**src/rtl/ddr_ref_pkg.sv**
```systemverilog
package ddr_ref_pkg;

    localparam int CS_CNT  = 4;
    localparam int GRP_CNT = 3;

    typedef enum logic [2:0] {
        ST_IDLE,
        ST_PRE,
        ST_GAP,
        ST_REF,
        ST_REC,
        ST_SRE,
        ST_SR,
        ST_NOREF
    } ref_state_e;

    typedef struct packed {
        logic [CS_CNT-1:0] cs_n;
        logic              ras_n;
        logic              cas_n;
        logic              we_n;
        logic              cke;
        logic              a10;
    } dram_pins_t;

    // Stagger order: ranks 0 and 3, then rank 1, then rank 2
    function automatic logic [CS_CNT-1:0] grp_select_n(input logic [1:0] grp);
        case (grp)
            2'd0:    return 4'b0110;
            2'd1:    return 4'b1101;
            default: return 4'b1011;
        endcase
    endfunction

endpackage

```
**src/rtl/ref_interval_ctr.sv**
```systemverilog
module ref_interval_ctr #(
    parameter int INTV_W = 16,
    parameter int POST_W = 4
) (
    input  logic              clk,
    input  logic              rst_n,
    input  logic              run,
    input  logic              take,
    input  logic              clear,
    input  logic [INTV_W-1:0] cfg_interval,
    output logic [POST_W-1:0] pend
);

    localparam logic [POST_W-1:0] PEND_MAX = '1;

    typedef struct packed {
        logic [INTV_W-1:0] cnt;
        logic [POST_W-1:0] pend;
    } ctr_s;

    ctr_s st_d, st_q;
    logic tick;

    always_comb begin
        st_d = st_q;
        tick = 1'b0;
        if (run) begin
            if (st_q.cnt <= INTV_W'(1)) begin
                st_d.cnt = cfg_interval;
                tick     = (st_q.cnt == INTV_W'(1));
            end else begin
                st_d.cnt = st_q.cnt - INTV_W'(1);
            end
        end
        if (clear) begin
            st_d.pend = '0;
        end else if (tick && !take) begin
            if (st_q.pend != PEND_MAX) begin
                st_d.pend = st_q.pend + POST_W'(1);
            end
        end else if (!tick && take) begin
            st_d.pend = st_q.pend - POST_W'(1);
        end
    end

    always_ff @(posedge clk) begin
        if (!rst_n) begin
            st_q <= '0;
        end else begin
            st_q <= st_d;
        end
    end

    assign pend = st_q.pend;

endmodule

```
**src/rtl/ref_cmd_decode.sv**
```systemverilog
module ref_cmd_decode
    import ddr_ref_pkg::*;
(
    input  ref_state_e state,
    input  logic [1:0] grp,
    output dram_pins_t pins
);

    always_comb begin
        pins.cs_n  = '1;
        pins.ras_n = 1'b1;
        pins.cas_n = 1'b1;
        pins.we_n  = 1'b1;
        pins.cke   = 1'b1;
        pins.a10   = 1'b0;
        case (state)
            ST_PRE: begin
                pins.cs_n  = grp_select_n(grp);
                pins.ras_n = 1'b0;
                pins.we_n  = 1'b0;
                pins.a10   = 1'b1;
            end
            ST_REF: begin
                pins.cs_n  = grp_select_n(grp);
                pins.ras_n = 1'b0;
                pins.cas_n = 1'b0;
            end
            ST_SRE: begin
                pins.cs_n  = '0;
                pins.ras_n = 1'b0;
                pins.cas_n = 1'b0;
                pins.cke   = 1'b0;
            end
            ST_SR: begin
                pins.cke   = 1'b0;
            end
            default: ;
        endcase
    end

endmodule

```
**src/rtl/ddr_refresh_seq.sv**
```systemverilog
module ddr_refresh_seq
    import ddr_ref_pkg::*;
#(
    parameter int INTV_W = 16,
    parameter int POST_W = 4,
    parameter int REC_W  = 8,
    parameter int DLY_W  = 4
) (
    input  logic              clk,
    input  logic              rst_n,
    input  logic [INTV_W-1:0] cfg_interval,
    input  logic [POST_W-1:0] cfg_post_limit,
    input  logic [REC_W-1:0]  cfg_rec_base,
    input  logic [REC_W-1:0]  cfg_rec_ext,
    input  logic [DLY_W-1:0]  cfg_pre_dly,
    input  logic              cfg_sr_en,
    input  logic              sleep_req,
    input  logic              ref_gnt,
    output logic              ref_req,
    output logic              ref_urgent,
    output logic              refresh_busy,
    output logic [3:0]        cs_n,
    output logic              ras_n,
    output logic              cas_n,
    output logic              we_n,
    output logic              cke,
    output logic              a10
);

    localparam int SUM_W = REC_W + 1;
    localparam int CNT_W = (SUM_W > DLY_W) ? SUM_W : DLY_W;
    localparam logic [1:0] LAST_GRP = 2'(GRP_CNT - 1);

    typedef struct packed {
        ref_state_e       st;
        logic [1:0]       grp;
        logic [CNT_W-1:0] cnt;
    } seq_s;

    seq_s seq_d, seq_q;

    logic [POST_W-1:0] pend;
    logic [SUM_W-1:0]  rec_sum;
    logic              take, clr_pend, ctr_run, idle;
    dram_pins_t        pins;

    assign rec_sum = SUM_W'(cfg_rec_base) + SUM_W'(cfg_rec_ext);
    assign idle    = (seq_q.st == ST_IDLE);
    assign ctr_run = !(seq_q.st inside {ST_SRE, ST_SR, ST_NOREF});

    ref_interval_ctr #(
        .INTV_W (INTV_W),
        .POST_W (POST_W)
    ) u_intv (
        .clk          (clk),
        .rst_n        (rst_n),
        .run          (ctr_run),
        .take         (take),
        .clear        (clr_pend),
        .cfg_interval (cfg_interval),
        .pend         (pend)
    );

    always_comb begin
        seq_d      = seq_q;
        take       = 1'b0;
        clr_pend   = 1'b0;
        ref_req    = idle && !sleep_req && (pend != '0);
        ref_urgent = ref_req && (pend >= cfg_post_limit);
        case (seq_q.st)
            ST_IDLE: begin
                if (sleep_req) begin
                    seq_d.st = cfg_sr_en ? ST_SRE : ST_NOREF;
                    clr_pend = cfg_sr_en;
                end else if (ref_req && ref_gnt) begin
                    seq_d.st  = ST_PRE;
                    seq_d.grp = 2'd0;
                    take      = 1'b1;
                end
            end
            ST_PRE: begin
                if (seq_q.grp == LAST_GRP) begin
                    seq_d.grp = 2'd0;
                    if (cfg_pre_dly == '0) begin
                        seq_d.st = ST_REF;
                    end else begin
                        seq_d.st  = ST_GAP;
                        seq_d.cnt = CNT_W'(cfg_pre_dly) - CNT_W'(1);
                    end
                end else begin
                    seq_d.grp = seq_q.grp + 2'd1;
                end
            end
            ST_GAP: begin
                if (seq_q.cnt == '0) seq_d.st = ST_REF;
                else                 seq_d.cnt = seq_q.cnt - CNT_W'(1);
            end
            ST_REF: begin
                if (seq_q.grp == LAST_GRP) begin
                    seq_d.grp = 2'd0;
                    if (rec_sum <= SUM_W'(1)) begin
                        seq_d.st = ST_IDLE;
                    end else begin
                        seq_d.st  = ST_REC;
                        seq_d.cnt = CNT_W'(rec_sum) - CNT_W'(2);
                    end
                end else begin
                    seq_d.grp = seq_q.grp + 2'd1;
                end
            end
            ST_REC: begin
                if (seq_q.cnt == '0) seq_d.st = ST_IDLE;
                else                 seq_d.cnt = seq_q.cnt - CNT_W'(1);
            end
            ST_SRE: begin
                seq_d.st = ST_SR;
            end
            ST_SR, ST_NOREF: begin
                if (!sleep_req) seq_d.st = ST_IDLE;
            end
            default: seq_d.st = ST_IDLE;
        endcase
    end

    always_ff @(posedge clk) begin
        if (!rst_n) begin
            seq_q.st  <= ST_IDLE;
            seq_q.grp <= 2'd0;
            seq_q.cnt <= '0;
        end else begin
            seq_q <= seq_d;
        end
    end

    ref_cmd_decode u_dec (
        .state (seq_q.st),
        .grp   (seq_q.grp),
        .pins  (pins)
    );

    assign refresh_busy = !idle;
    assign cs_n         = pins.cs_n;
    assign ras_n        = pins.ras_n;
    assign cas_n        = pins.cas_n;
    assign we_n         = pins.we_n;
    assign cke          = pins.cke;
    assign a10          = pins.a10;

endmodule

```
**config.mk**
```make
export PLATFORM = sky130hd
export DESIGN_NAME = ddr_refresh_seq
export DESIGN_NICKNAME = d
export VERILOG_FILES = /design/src/rtl/ddr_ref_pkg.sv /design/src/rtl/ref_interval_ctr.sv /design/src/rtl/ref_cmd_decode.sv /design/src/rtl/ddr_refresh_seq.sv
export SDC_FILE = /design/constraint.sdc
export NUM_CORES = 1
export LEC_CHECK = 0
export BUFFER_PORTS_ARGS = -buffer_cell sky130_fd_sc_hd__buf_2
export CAP_MARGIN = 20
export CORE_ASPECT_RATIO = 0.7
export CORE_MARGIN = 1
export CORE_UTILIZATION = 58
export CTS_BUF_LIST = sky130_fd_sc_hd__clkbuf_8
export CTS_CLUSTER_DIAMETER = 120
export CTS_CLUSTER_SIZE = 28
export DETAILED_ROUTE_END_ITERATION = 6
export PLACE_DENSITY = 0.83
export SYNTH_ARGS = -nofsm -noshare
export SYNTH_HDL_FRONTEND = slang
export SYNTH_HIERARCHICAL = 1
export SYNTH_SLANG_ARGS = --single-unit
export TNS_END_PERCENT = 1
```
**constraint.sdc**
```tcl
create_clock -name clk -period 3.05 [get_ports clk]
set_clock_uncertainty 0.05 [all_clocks]
set_input_delay 0 -clock clk [delete_from_list [all_inputs] [get_ports clk]]
set_output_delay 0 -clock clk [all_outputs]
set_load 0.02 [all_outputs]
```
==> impl_metrics.yaml, run 1 <==
yosys:
  synthesis.nets: 464
  yosysWarningCount: 6
  synth_cell_type_count: 75
  synth_ff_type: "dfxtp_1"
  synth_edf_count: 0
  synthArstFlopShare: 0
  syn_area_mm2: 0.00312
  syn-instance-count: 397
  syn_area_per_cell_um2: 7.85
  ys_seq_area_frac: 0.218
  ys_ff_latch: 34
die:
  dieArea_mm2: 0.00567
  rows: 21
  core_area_mm2: 0.00497
  die_width_um: 89.6
  start_util: 0.627
  pin_count: 57
  die_y_um: 63.3
setup_path:
  end_kind: "register"
  path_cells: "nor4_1 > nand4_1 > or2_2 > ha_1 > a21o_1 > a21oi_1 > and3_1 > nor3_1 > nor3_1"
  crit_path_frequent_cell: "nor3_1"
  crit_fanout: 8
  startpoint: "u_intv/st_q[15]"
  critPathMaxStageDelay_ps: 510
  arrival_ps: 2910
  crit_required_ps: 3210
  startpoint_type: "register"
  crit_slowest_cell: "nor4_1"
  r2r-start: "u_intv/st_q[15]"
  crit_type: "reg -> reg"
cells_and_area:
  final_common_cell: "buf_2"
  finish.utilization: 0.724
  syn2layout_area_growth_pct: 15.3
  diodes: 0
  design_area_mm2: 0.00359
  fin_nets: 519
  fin_cells: 522
  layout_common_cells: "56 x buf_2, 34 x dfxtp_1, 31 x inv_1, 30 x nor2_1, 29 x nand2_1"
  drive_above_1_share: 0.201
status:
  status: "finished with violations"
  violations: "hold timing"
worst_hold_path:
  min_from: "cfg_interval[1]"
  hp-class: "in -> reg"
clock_tree:
  clk_pin_slew_worst_paths_ps: 80
  clock_sinks: 34
  cts_root_buf: "clkbuf_8"
  cts_buffers: 5
  insertion_delay_ps: 300
  clock_path_buffers: 2
  cts_resized: 0
  cts_tree: "done"
  htreeDepth: 2
sta:
  finalSetupTns_ps: 0
  rsz0062_at_grt: "no"
  min_period_ps: 2750
  finalSetupViolations: 0
  max-slew-margin-rel: 0.495
  setup_ws_ps: 302
  hold_slack_ps: -1.48
  hold_viol: 1
  fmax_ghz: 0.364
  worstMarginPinSlew_ps: 754
  finalCritPeriodShare: 0.901
  drv_slew: 0
power:
  power_density_mw_per_mm2: 974
  leakagePower_nw: 1.59
  ir_worst_vdd_mv: 0.499
  power_mw: 3.50
route:
  dr_total_vias: 3148
  drt_wl_total_um: 7620
  wl_per_cell_um: 14.6
  drc: 0
  postRouteAntennaNets: 0
  drt_iter0_markers: 255
  dr.pass1.iters: 5
  vias_per_cell: 6.03
global_routing:
  grt_overflow: 0
  antenna_found_initial: 0
  grt_pass1_vias: 2751
  grt_max_degree: 24
  grt_pass1_wl_um: 12300
  track_usage: 0.277
placement:
  portBuffers: 56
  dpl_cell_area_mm2: 0.00341
  place_inst: 506
  dpl.hpwl_um: 5680
  pre_cts_ws_ps: 320
  gp_congestion: 0.887
job:
  drv_cap: 0
==> what timing repair did <==
item                                    CTS  global route
endpoints found under the setup margin    0             0
hold buffers                              8             0
endpoints found under the hold margin     8             0
buffers inserted                          0             0
==> power breakdown <==
group	switching [mW]	total [mW]	internal, mW
Sequential	0.232	0.839	0.607
Combinational	1.31	2.25	0.940
Clock	0.175	0.413	0.238
Total	1.72	3.50	1.78
==> per-layer routing <==
layer,wire length (µm),vias up,global-route usage
li1,-,1579,-
met1,3580,1428,0.378
met2,3460,132,0.437
met3,486,9,0.0511
met4,93,0,0.0933
met5,0,-,0
==> final cells by class <==
type | count | area, µm²
tap | 69 | 86.3
inverter | 29 | 109
sequential | 34 | 681
multi-input combinational | 314 | 2220
fill | 392 | 1370
timing repair buffer | 68 | 390
clock buffer | 5 | 68.8
clock inverter | 3 | 37.5
==> logic make-up after synthesis <==
kind of cell / synth area share
XOR/XNOR: 0.0530
multiplexers: 0.0438
adder cells (fa/ha/maj): 0.0932
AND/OR/NAND/NOR: 0.261
flip-flops: 0.218
buffers and inverters: 0.0703
AO/OA/AOI/OAI: 0.260
==> worst max-delay path, delay by kind of cell (launching register included) <==
family | cells | cell delay [ps]
AND/OR/NAND/NOR | 6 | 1630
flip-flops | 1 | 370
AO/OA/AOI/OAI | 2 | 330
adder cells (fa/ha/maj) | 1 | 290
==> final timing paths <==
kind / slack [ps] / depth (start not counted) / endpoint
max reg2reg: 300 / 9 / u_intv/pend[3]
min reg2reg: 460 / 2 / seq_q[6]
max: 300 / 9 / u_intv/pend[3]
min: -1 / 3 / u_intv/st_q[5]
==> Yosys cell counts (all sizes together), types with 8 or more instances <==
cell	number	share of area
dfxtp	34	0.22
o21ai	34	0.055
nor2	31	0.038
nand2	30	0.037
inv	29	0.035
a21oi	26	0.042
ha	20	0.080
nor3	19	0.032
nor4	13	0.031
clkbuf	12	0.014
xnor2	10	0.031
buf	8	0.021
mux2i	8	0.026
xor2	8	0.022
==> sequential cells by signal, summed over array words and instances, names as in the netlist <==
signal / count
seq_q: 14
u_intv/pend: 4
u_intv/st_q: 16
No activity file was read; power rests on OpenSTA's default activity.
==> run 2: changes to the inputs <==
--- a/config.mk
+++ b/config.mk
@@ -17,6 +17,5 @@
 export PLACE_DENSITY = 0.83
 export SYNTH_ARGS = -nofsm -noshare
 export SYNTH_HDL_FRONTEND = slang
-export SYNTH_HIERARCHICAL = 1
 export SYNTH_SLANG_ARGS = --single-unit
 export TNS_END_PERCENT = 1
==> impl_metrics.yaml, run 2 <==
setup_path:
  critPathMaxStageDelay_ps: 430
  crit_type: "reg -> reg"
  r2r-end: "u_intv.pend[3]"
  critical_path.top_delay_family: "simple AND/OR/NAND/NOR gates"
  crit_slowest_cell: "nor4_1"
  path_cells: "nor4_1 > nand4_2 > nor3_4 > inv_1 > ha_1 > a21o_1 > a21oi_1 > xnor2_1 > or3_1 > a21oi_1"
  crit_buf_inv: 1
  reg2reg_slack_ps: 250
  r2r-start: "u_intv.st_q[18]"
  startpoint: "u_intv.st_q[18]"
  arrival_ps: 2980
  startpoint_type: "register"
  crit_path_frequent_cell: "a21oi_1"
  end_kind: "register"
  r2r_cells: 10
  crit_required_ps: 3230
  crit_fanout: 6
global_routing:
  track_usage: 0.304
  antenna_found_initial: 0
  grt_max_degree: 24
  grt_overflow: 0
  grt_pass1_wl_um: 13300
  grt_pass1_vias: 2879
cells_and_area:
  fin_nets: 532
  largest_reg_flops: 16
  finish.utilization: 0.721
  final_common_cell: "buf_2"
  multi_input_area_mm2: 0.00221
  diodes: 0
  syn2layout_area_growth_pct: 16.0
  fillers: 409
  regMostFlops: "u_intv.st_q"
  final-seq-area_um2: 681
  layout_common_cells: "56 x buf_2, 46 x nor2_1, 38 x nand2_1, 35 x a21oi_1, 34 x dfxtp_1"
  drive_above_1_share: 0.197
  fin_cells: 536
sta:
  finalCritPeriodShare: 0.919
  rsz0062_at_grt: "no"
  min_period_ps: 2800
  max-slew-margin-rel: 0.458
  drv_slew: 0
  worstMarginPinSlew_ps: 813
  hold_viol: 0
  finalSetupViolations: 0
  fmax_ghz: 0.357
  finalSetupTns_ps: 0
route:
  drt_iter0_markers: 277
  vias_per_cell: 6.16
  dr.pass1.iters: 7
  drc: 0
  dr_total_vias: 3304
  drt_wl_total_um: 8140
  wl_per_cell_um: 15.2
  postRouteAntennaNets: 0
power:
  leakagePower_nw: 1.48
  ir_worst_vdd_mv: 0.571
  power_density_mw_per_mm2: 996
  power_mw: 3.53
yosys:
  synth_ff_type: "dfxtp_1"
  synth_common_cells: "46 x nor2_1, 38 x nand2_1, 35 x a21oi_1"
  syn_area_mm2: 0.00306
  yosysTopAreaCellShare: 0.223
  syn-instance-count: 408
  synth_cell_type_count: 63
  synthArstFlopShare: 0
  syn_area_per_cell_um2: 7.49
  synthesis.nets: 474
  synth_area_leaders: "dfxtp_1 22%, ha_1 7.8%, a21oi_1 5.7%"
  ys_seq_area_frac: 0.223
  synth_top_cell_by_area: "dfxtp_1"
  yosysWarningCount: 0
  synth_most_common_cell: "nor2_1"
  ys_ff_latch: 34
  synth_edf_count: 0
clock_tree:
  cts_buffers: 5
  clk_pin_slew_worst_paths_ps: 80
  cts_tree: "done"
  cts_root_buf: "clkbuf_8"
  insertion_delay_ps: 300
  htreeDepth: 2
  clock_path_buffers: 2
  clock_sinks: 34
die:
  start_util: 0.622
  pin_count: 57
  rows: 21
  die_width_um: 88.8
  dieArea_mm2: 0.00557
  die_y_um: 62.7
  core_area_mm2: 0.00491
worst_hold_path:
  holdPathStages: 3
  hold_path_end: "u_intv.st_q[18]"
  hp-class: "in -> reg"
  min_from: "cfg_interval[14]"
placement:
  portBuffers: 56
  place_inst: 524
  dpl.hpwl_um: 6030
  gp_congestion: 0.927
job:
  drv_cap: 0
status:
  status: "complete, no violations"
-- run 2: per-stage QoR --
stage               instance area, µm²  hold slack, ps  setup WS, ps
finish                            3540            14.3           247
global route                      3540            32.8          22.8
CTS                               3530            17.9           203
detailed placement                3400             266           238
global placement                  3400             255           322
floorplan                         3060            43.6           491
-- run 2: kinds of logic (layout without fill, tap and decap cells) --
family          after synthesis  in the layout  share of synthesized area
flops                        34             34                      0.223
xor+xnor                     15             15                     0.0430
buf+inv                      41            100                     0.0573
mux                           4              4                     0.0131
simple gates                155            155                      0.262
fa+ha+maj                    21             21                     0.0909
compound gates              138            138                      0.310
-- run 2: area by class of cell --
class | count | area share
Timing Repair Buffer | 68 | 0.107
Clock inverter | 2 | 0.00353
Clock buffer | 6 | 0.0233
Tap cell | 69 | 0.0244
Sequential cell | 34 | 0.192
Multi-Input combinational cell | 333 | 0.624
Inverter | 24 | 0.0254
-- run 2: power by group --
part | internal [mW] | switching (mW) | leakage, nW
sequential | 0.612 | 0.233 | 0.278
clock | 0.182 | 0.182 | 0.0472
combinational | 0.954 | 1.37 | 1.16
-- run 2: routing by layer --
layer / GRT usage / share of wire / wire length [µm] / up-vias
met3: 0.0740 / 0.087 / 709 / 16
met5: 0 / 0 / 0 / -
li1: - / - / - / 1613
met2: 0.439 / 0.42 / 3420 / 151
met4: 0.0867 / 0.015 / 118 / 0
met1: 0.443 / 0.48 / 3890 / 1524
-- run 2: worst max path at each step --
stage | end | slack, ps | cells past startpoint
final | u_intv.pend[3] | 250 | 10
after global routing | u_intv.pend[3] | 20 | 10
after CTS | u_intv.pend[3] | 200 | 10
after detailed placement | u_intv.pend[3] | 240 | 10
after global placement | u_intv.pend[3] | 320 | 10
after floorplan | u_intv.pend[3] | 490 | 10
-- run 2: repair_timing --
| action | CTS | global route |
|---|---|---|
| hold endpoints to repair | 4 | 0 |
| setup buffers | 0 | 0 |
| setup endpoints to repair | 0 | 1 |
| hold buffers | 4 | 0 |
| gates resized for setup | 0 | 2 |
-- run 2: worst register-to-register path: stages, from the launching register on --
cell     delay (ps)
dfxtp_1         340
nor4_1          430
nand4_2         300
nor3_4          310
inv_1           120
ha_1            290
a21o_1          180
a21oi_1         170
xnor2_1          90
or3_1           310
a21oi_1         140
==> run 3: changes to the inputs <==
--- a/config.mk
+++ b/config.mk
@@ -9,12 +9,12 @@
 export CAP_MARGIN = 20
 export CORE_ASPECT_RATIO = 0.7
 export CORE_MARGIN = 1
-export CORE_UTILIZATION = 58
+export CORE_UTILIZATION = 45
 export CTS_BUF_LIST = sky130_fd_sc_hd__clkbuf_8
 export CTS_CLUSTER_DIAMETER = 120
 export CTS_CLUSTER_SIZE = 28
 export DETAILED_ROUTE_END_ITERATION = 6
-export PLACE_DENSITY = 0.83
+export PLACE_DENSITY = 0.67
 export SYNTH_ARGS = -nofsm -noshare
 export SYNTH_HDL_FRONTEND = slang
 export SYNTH_SLANG_ARGS = --single-unit
==> constraint.sdc (replaced) <==
create_clock -name clk -period 3.1 [get_ports clk]
set_clock_uncertainty 0.05 [all_clocks]
set_input_delay 0 -clock clk [delete_from_list [all_inputs] [get_ports clk]]
set_output_delay 0 -clock clk [all_outputs]
set_load 0.02 [all_outputs]
==> impl_metrics.yaml, run 3 (synthesized netlist as in run 2, its figures left out) <==
status:
  status: "complete, no violations"
setup_path:
  r2r-start: "u_intv.st_q[18]"
  crit_fanout: 4
  crit_buf_inv: 1
  end_kind: "register"
  path_cells: "nor4_1 > nand4_2 > nor3_2 > inv_1 > ha_1 > a21o_1 > a21oi_1 > xnor2_1 > or3_1 > a21oi_1"
  crit_required_ps: 3270
  cp-endpoint: "u_intv.pend[3]"
  startpoint_type: "register"
  critPathMaxStageDelay_ps: 510
  arrival_ps: 3000
  crit_path_frequent_cell: "a21oi_1"
  critical_path.top_delay_family: "simple AND/OR/NAND/NOR gates"
  crit_type: "reg -> reg"
  r2r-end: "u_intv.pend[3]"
  reg2reg_slack_ps: 260
  r2r_cells: 10
  crit_slowest_cell: "nor4_1"
  cp_num_cells: 10
  startpoint: "u_intv.st_q[18]"
route:
  dr_total_vias: 3177
  drc: 0
  drt_iter0_markers: 253
  wl_per_cell_um: 14.6
  vias_per_cell: 5.70
  drt_wl_total_um: 8120
  dr.pass1.iters: 4
  postRouteAntennaNets: 0
die:
  dieArea_mm2: 0.00713
  core_area_mm2: 0.00640
  pin_count: 57
  die_width_um: 100
  die_y_um: 70.9
  start_util: 0.478
  rows: 24
cells_and_area:
  fin_cells: 557
  largest_reg_flops: 16
  final_common_cell: "buf_2"
  syn2layout_area_growth_pct: 17.1
  fin_nets: 532
  drive_above_1_share: 0.193
  diodes: 0
  regMostFlops: "u_intv.st_q"
  design_area_mm2: 0.00358
  layout_common_cells: "56 x buf_2, 46 x nor2_1, 38 x nand2_1, 35 x a21oi_1, 34 x dfxtp_1"
clock_tree:
  insertion_delay_ps: 290
  cts_root_buf: "clkbuf_8"
  cts_resized: 0
  htreeDepth: 2
  clock_path_buffers: 2
  clock_sinks: 34
  cts_buffers: 5
  clk_pin_slew_worst_paths_ps: 80
  cts_setup_buffers: 0
  cts_tree: "done"
placement:
  place_inst: 546
  pre_cts_ws_ps: 298
  portBuffers: 56
  dpl.hpwl_um: 6170
  gp_congestion: 0.886
  dpl_cell_area_mm2: 0.00342
sta:
  max-slew-margin-rel: 0.430
  drv_slew: 0
  finalSetupTns_ps: 0
  setup_ws_ps: 265
  hold_viol: 0
  finalSetupViolations: 0
  worstMarginPinSlew_ps: 853
  finalCritPeriodShare: 0.915
  fmax_ghz: 0.353
  rsz0062_at_grt: "no"
  min_period_ps: 2840
global_routing:
  grt_pass1_wl_um: 13600
  grt_pass1_vias: 2922
  grt_overflow: 0
  track_usage: 0.240
  grt_max_degree: 24
  antenna_found_initial: 0
power:
  power_frac_seq: 0.234
  p_clk_frac: 0.122
  ir_worst_vdd_mv: 0.350
  comb_power_share: 0.644
  p_switching_mw: 1.72
  p_int_mw: 1.80
  swShare: 0.489
  leakagePower_nw: 1.49
  power_mw: 3.52
  power_density_mw_per_mm2: 983
worst_hold_path:
  hp-class: "in -> reg"
  min_from: "cfg_interval[12]"
job:
  drv_cap: 0
-- run 3: worst min-delay path by stage --
stage	to	slack (ps)	cells past startpoint
3_5_place_dp	u_intv.st_q[17]	280	3
3_3_place_gp	u_intv.st_q[4]	250	3
5_1_grt	u_intv.st_q[10]	30	4
4_1_cts	u_intv.st_q[16]	6	3
2_1_floorplan	ref_req	40	1
6_report	u_intv.st_q[16]	6	3
-- run 3: worst reg2reg max path, cell delays in order (launching register included) --
cell,delay (ps)
dfxtp_1,340
nor4_1,510
nand4_2,230
nor3_2,330
inv_1,140
ha_1,300
a21o_1,170
a21oi_1,160
xnor2_1,90
or3_1,310
a21oi_1,140
-- run 3: power by group through the flow --
stage	sequential (mW)	clock, mW	combinational, mW
after floorplan	0.753	0	1.79
after detailed placement	0.829	0	2.21
after global placement	0.827	0	2.19
after global routing	0.851	0.457	2.55
final	0.824	0.428	2.27
after CTS	0.820	0.434	2.24
-- run 3: area by class of cell --
class / instances / area [µm²]
timing repair buffer: 68 / 380
fill: 593 / 2820
multi-input combinational: 333 / 2200
clock inverter: 1 / 30.0
inverter: 24 / 90.1
tap: 91 / 114
sequential: 34 / 681
clock buffer: 6 / 82.6
-- run 3: through the flow --
step           utilization  hold WS (ps)
6_report             0.559          5.66
5_1_grt              0.559          29.1
4_1_cts              0.559          6.48
3_5_place_dp         0.535           277
3_3_place_gp         0.535           249
2_1_floorplan            -          43.6
-- run 3: timing repair --
| action | 4_1_cts | 5_1_grt |
|---|---|---|
| hold endpoints to repair | 4 | 0 |
| endpoints found under the setup margin | 0 | 0 |
| hold buffers | 4 | 0 |
-- run 3: metal layers --
metal | track usage | up-vias | share of wire
li1 | - | 1607 | -
met1 | 0.369 | 1427 | 0.51
met2 | 0.326 | 129 | 0.38
met3 | 0.0652 | 14 | 0.095
met4 | 0.0515 | 0 | 0.011
met5 | 0 | - | 0
